### config.mk
export PLATFORM = sky130hd
export DESIGN_NAME = head_step_tracker
export DESIGN_NICKNAME = d
export VERILOG_FILES = /design/src/rtl/hst_pkg.sv /design/src/rtl/hst_phase_decode.sv /design/src/rtl/hst_halftrack_ctr.sv /design/src/rtl/hst_zone_map.sv /design/src/rtl/head_step_tracker.sv
export SDC_FILE = /design/constraint.sdc
export NUM_CORES = 1
export LEC_CHECK = 0
export BUFFER_PORTS_ARGS = -buffer_cell sky130_fd_sc_hd__buf_2
export CORE_MARGIN = 2
export CORE_UTILIZATION = 33
export DETAILED_ROUTE_END_ITERATION = 12
export MAX_ROUTING_LAYER = met4
export PLACE_DENSITY_LB_ADDON = 0.08
export SLEW_MARGIN = 20
export SYNTH_ARGS = -nofsm -noshare
export SYNTH_HDL_FRONTEND = slang
export SYNTH_SLANG_ARGS = --single-unit
### constraint.sdc
create_clock -name clk -period 2.74 [get_ports clk]
set_clock_uncertainty 0.1 [all_clocks]
set_input_delay 0.274 -clock clk [delete_from_list [all_inputs] [get_ports clk]]
set_output_delay 0.274 -clock clk [all_outputs]
set_load 0.02 [all_outputs]
### src/rtl/hst_pkg.sv
package hst_pkg;

  typedef enum logic [1:0] {
    STEP_HOLD = 2'd0,
    STEP_IN   = 2'd1,
    STEP_JUMP = 2'd2,
    STEP_OUT  = 2'd3
  } step_kind_t;

  // Direction of a phase change: modular difference of the two codes.
  function automatic step_kind_t classify(input logic [1:0] prev_ph,
                                          input logic [1:0] cur_ph);
    logic [1:0] d;
    d = cur_ph - prev_ph;
    return step_kind_t'(d);
  endfunction

  // Half-track position to 1-based whole track.
  function automatic int unsigned track_of(input int unsigned ht);
    return (ht >> 1) + 1;
  endfunction

  // Whole track to bit-rate zone.
  function automatic logic [1:0] zone_of(input int unsigned trk,
                                         input logic dbl);
    int unsigned eff;
    eff = (dbl && trk > 35) ? trk - 35 : trk;
    if (eff <= 17)      return 2'b11;
    else if (eff <= 24) return 2'b10;
    else if (eff <= 30) return 2'b01;
    else                return 2'b00;
  endfunction

endpackage

### src/rtl/hst_phase_decode.sv
module hst_phase_decode (
  input  logic       clk,
  input  logic       rst_n,
  input  logic [1:0] phase_in,
  output logic       ev_in,
  output logic       ev_out,
  output logic       ev_jump
);
  import hst_pkg::*;

  logic [1:0] ref_ph;
  step_kind_t kind;

  // During reset the reference follows the input, so release is silent.
  always_ff @(posedge clk) begin
    ref_ph <= phase_in;
  end

  always_comb begin
    kind    = classify(ref_ph, phase_in);
    ev_in   = rst_n && (kind == STEP_IN);
    ev_out  = rst_n && (kind == STEP_OUT);
    ev_jump = rst_n && (kind == STEP_JUMP);
  end
endmodule

### src/rtl/hst_halftrack_ctr.sv
module hst_halftrack_ctr #(
  parameter int HT_MAX = 138,
  parameter int HT_W   = 8
) (
  input  logic            clk,
  input  logic            rst_n,
  input  logic            ev_in,
  input  logic            ev_out,
  output logic [HT_W-1:0] ht_pos,
  output logic            at_top,
  output logic            at_bottom
);
  localparam logic [HT_W-1:0] HT_TOP = HT_W'(HT_MAX);

  assign at_top    = (ht_pos == HT_TOP);
  assign at_bottom = (ht_pos == '0);

  always_ff @(posedge clk) begin
    if (!rst_n) begin
      ht_pos <= '0;
    end else if (ev_in && !at_top) begin
      ht_pos <= ht_pos + 1'b1;
    end else if (ev_out && !at_bottom) begin
      ht_pos <= ht_pos - 1'b1;
    end
  end
endmodule

### src/rtl/hst_zone_map.sv
module hst_zone_map #(
  parameter int TRK_W = 7
) (
  input  logic [TRK_W-1:0] track,
  input  logic             dbl,
  output logic [1:0]       zone
);
  import hst_pkg::*;

  always_comb begin
    zone = zone_of(32'(track), dbl);
  end
endmodule

### src/rtl/head_step_tracker.sv
module head_step_tracker #(
  parameter  int MAX_TRACK = 70,
  localparam int HT_MAX    = 2 * (MAX_TRACK - 1),
  localparam int HT_W      = $clog2(HT_MAX + 1),
  localparam int TRK_W     = $clog2(MAX_TRACK + 1)
) (
  input  logic             clk,
  input  logic             rst_n,
  input  logic [1:0]       phase_in,
  input  logic             dual_side,
  output logic [TRK_W-1:0] track_num,
  output logic             half_step,
  output logic [1:0]       rate_zone,
  output logic             at_track0,
  output logic             jump_err
);
  import hst_pkg::*;

  logic            ev_in;
  logic            ev_out;
  logic            ev_jump;
  logic [HT_W-1:0] ht_pos;
  logic            at_top;
  logic            at_bottom;

  hst_phase_decode u_dec (
    .clk      (clk),
    .rst_n    (rst_n),
    .phase_in (phase_in),
    .ev_in    (ev_in),
    .ev_out   (ev_out),
    .ev_jump  (ev_jump)
  );

  hst_halftrack_ctr #(.HT_MAX(HT_MAX), .HT_W(HT_W)) u_ctr (
    .clk       (clk),
    .rst_n     (rst_n),
    .ev_in     (ev_in),
    .ev_out    (ev_out),
    .ht_pos    (ht_pos),
    .at_top    (at_top),
    .at_bottom (at_bottom)
  );

  always_ff @(posedge clk) begin
    if (!rst_n) jump_err <= 1'b0;
    else        jump_err <= ev_jump;
  end

  assign track_num = TRK_W'(track_of(32'(ht_pos)));
  assign half_step = ht_pos[0];
  assign at_track0 = at_bottom;

  hst_zone_map #(.TRK_W(TRK_W)) u_zone (
    .track (track_num),
    .dbl   (dual_side),
    .zone  (rate_zone)
  );
endmodule

==> key figures <==
Timing
  • Fin crit period: 2.75 ns
  • Final period util: 100%
  • Final WS setup: -0.00829 ns
  • Worst-Margin Slew: 0.336 ns
  • Final setup vio count: 1
  • Max Fclk: 364 MHz
  • Slew Limit Headroom: 77.6%
  • Endpoints failing hold: 0
  • RSZ-0062 raised after global routing: yes
  • Max-slew violations: 0

Finish
  • P&R area growth vs syn: 34.7%
  • Most frequent cells in the layout: buf_4, buf_2, nor2_1, inv_1, ha_1
  • Share of layout cells above drive strength 1: 37.1%
  • Final instance area: 1520 um2
  • Number of diodes: 0
  • Layout Utilization: 45.9%
  • Layout Nets: 197
  • Commonest non-fill, non-tap cell in the layout: buf_4
  • Final Non-Filler Cells: 224

Critical path
  • Critical path class: flop to output port
  • Critical Path End Type: output port
  • Worst-path maximum fanout: 7
  • Worst Path Arrival: 2.37 ns
  • Data required, critical path: 2.37 ns
  • Crit start category: flop

Yosys
  • Dominant cells by area after synthesis: dfxtp_1, ha_1, a21o_1
  • Xor/xnor share of the synthesized area: 9.21%
  • Yosys warning count: 0
  • Synth unique cells: 43
  • Compound-Gate Fraction of Synth Area: 22.1%
  • Mapped Area: 1130 um2
  • Post-synthesis adder-cell area fraction: 15.1%
  • Mapped Cells: 141
  • Yosys top cell area share: 19.5%
  • Mean post-synth cell area: 8.00 um2
  • Seq/Total Area, Yosys: 19.5%
  • Syn_nets: 159
  • Simple-gate share of the synthesized area: 24.8%
  • Post-synthesis mux area share: 2.66%
  • Largest family of logic cells by synthesized area: simple AND/OR/NAND/NOR gates
  • Area leader, netlist: dfxtp_1
  • Synthesis-stage register bit count: 11

Global routing
  • Vias in the first global route: 1,111
  • First-pass GRT wire length: 4970 um
  • Total gr overflow: 0
  • Global Route met3 Usage: 4.14%
  • GR Util met1: 19.3%
  • Largest net degree at the start of global routing: 15
  • Overall Global Routing Usage: 16.2%
  • GR peak layer: met2
  • Routing usage on met2: 26.5%
  • Antenna violations before repair: 0

Min path
  • Worst hold path class: primary input to flop

Place
  • GPL Wtd Cong: 0.847
  • Placed inst area: 1380 um2
  • Pre-CTS setup slack: -0.0790 ns
  • Placed Instances: 215
  • DP HPWL: 2220 um
  • Port Buf Inserts: 16

Clock network
  • H-tree depth: 1
  • CTS tree: built
  • Clk_lat worst skew: 0.28 ns
  • CTS Buffer Depth: 2
  • Clock Root Buffer: clkbuf_4
  • Total CTS buffers: 3
  • Worst-path clk slew: 0.08 ns
  • # clock sinks: 11

Run
  • Max Cap Viol: 0

Floorplan
  • Chip width: 62.4 um
  • Row count: 21
  • Core area: 3310 um2
  • Initial core utilization: 34.1%
  • Die Y: 62.4 um
  • Die area: 3900 um2
  • I/O pin count: 17

Power
  • Pwr/cell area: 850 nW/um2
  • Lkg Pwr: 0.772 nW
  • Max VDD drop: 0.000418 V

Routing
  • First-pass detailed-route iteration total: 4
  • DRC viols: 0
  • Routed wire length per instance: 12.8 um
  • Routed WL: 2860 um
  • Vias: 1,169
  • Vias/cell: 5.22
  • Number of DRC markers in iteration 0: 70
  • DRT antenna net count: 0

Outcome
  • Status: complete, but fails checks
  • Failing checks: negative setup slack
## cells by family after synthesis
family,Yosys count
simple gates,53
compound gates,34
buf+inv,16
fa+ha+maj,13
xor+xnor,11
flops,11
mux,3
## area by class of cell
class,instances,area (um2)
clock buffer,3,22.5
multi-input combinational,114,911
sequential,11,226
clock inverter,1,5.00
tap,46,57.6
fill,354,1790
inverter,11,41.3
timing repair buffer,38,255
## stage by stage
step / total power, mW / hold slack, ns / setup TNS (ns)
2_1_floorplan: 0.830 / 0.202 / 0
3_3_place_gp: 1.10 / 0.290 / -0.0471
3_5_place_dp: 1.10 / 0.299 / -0.138
4_1_cts: 1.26 / 0.00518 / -0.0964
5_1_grt: 1.42 / 0.0363 / -0.531
6_report: 1.29 / 0.0429 / -0.00829
## power by group
group | switching (mW) | leakage [nW] | internal (mW) | total [mW]
Sequential | 0.0354 | 0.0922 | 0.195 | 0.231
Clock | 0.0650 | 0.0177 | 0.0541 | 0.119
Combinational | 0.510 | 0.662 | 0.431 | 0.941
## flip-flops by register name (all words and copies together) (netlist names)
name	cells
u_ctr.ht_pos	8
jump_err	1
u_dec.ref_ph	2
## path summary, 6_finish.rpt
check	from	to	slack [ns]	cells after the start
max	u_ctr.ht_pos[2]	rate_zone[1]	-0.008	8
min	phase_in[1]	u_dec.ref_ph[1]	0.04	1
max reg2reg	u_dec.ref_ph[0]	u_ctr.ht_pos[6]	0.02	11
min reg2reg	u_ctr.ht_pos[2]	u_ctr.ht_pos[2]	0.48	2
## worst max-delay path, cell delays in order (launching register included)
cell	delay, ns
dfxtp_4	0.37
ha_4	0.17
and3_2	0.23
and3_1	0.18
a311o_2	0.42
and3_4	0.19
a221oi_2	0.26
a31oi_1	0.11
buf_2	0.17
## synth_stat cells, drive strengths merged
library cell / number
nor2: 14
ha: 12
dfxtp: 11
inv: 11
a21o: 8
nand2: 8
and3: 7
nor3: 6
xor2: 6
buf: 5
nand3: 5
xnor2: 5
a21oi: 4
a31oi: 4
o21ai: 4
a211oi: 3
mux2i: 3
nand4: 3
and2: 2
o211ai: 2
or2: 2
or3: 2
a2111oi: 1
a221oi: 1
a22o: 1
a22oi: 1
a311o: 1
a31o: 1
a41oi: 1
and3b: 1
and4b: 1
fa: 1
nand3b: 1
nor4: 1
o2111ai: 1
o31ai: 1
## per-layer routing
layer | vias up | part of all wire (%)
met4 | 0 | 2.2
met3 | 6 | 3.1
met5 | - | 0
met1 | 548 | 47
li1 | 595 | -
met2 | 20 | 47
## timing repair
| action | in CTS | in global routing |
|---|---|---|
| buffers inserted | 2 | 2 |
| endpoints found under the setup margin | 2 | 5 |
| hold endpoints to repair | 0 | 1 |
| resized for setup | 12 | 6 |
| pin swaps | 8 | 9 |
| hold buffers | 0 | 1 |
(Power assumes the default switching activity.)
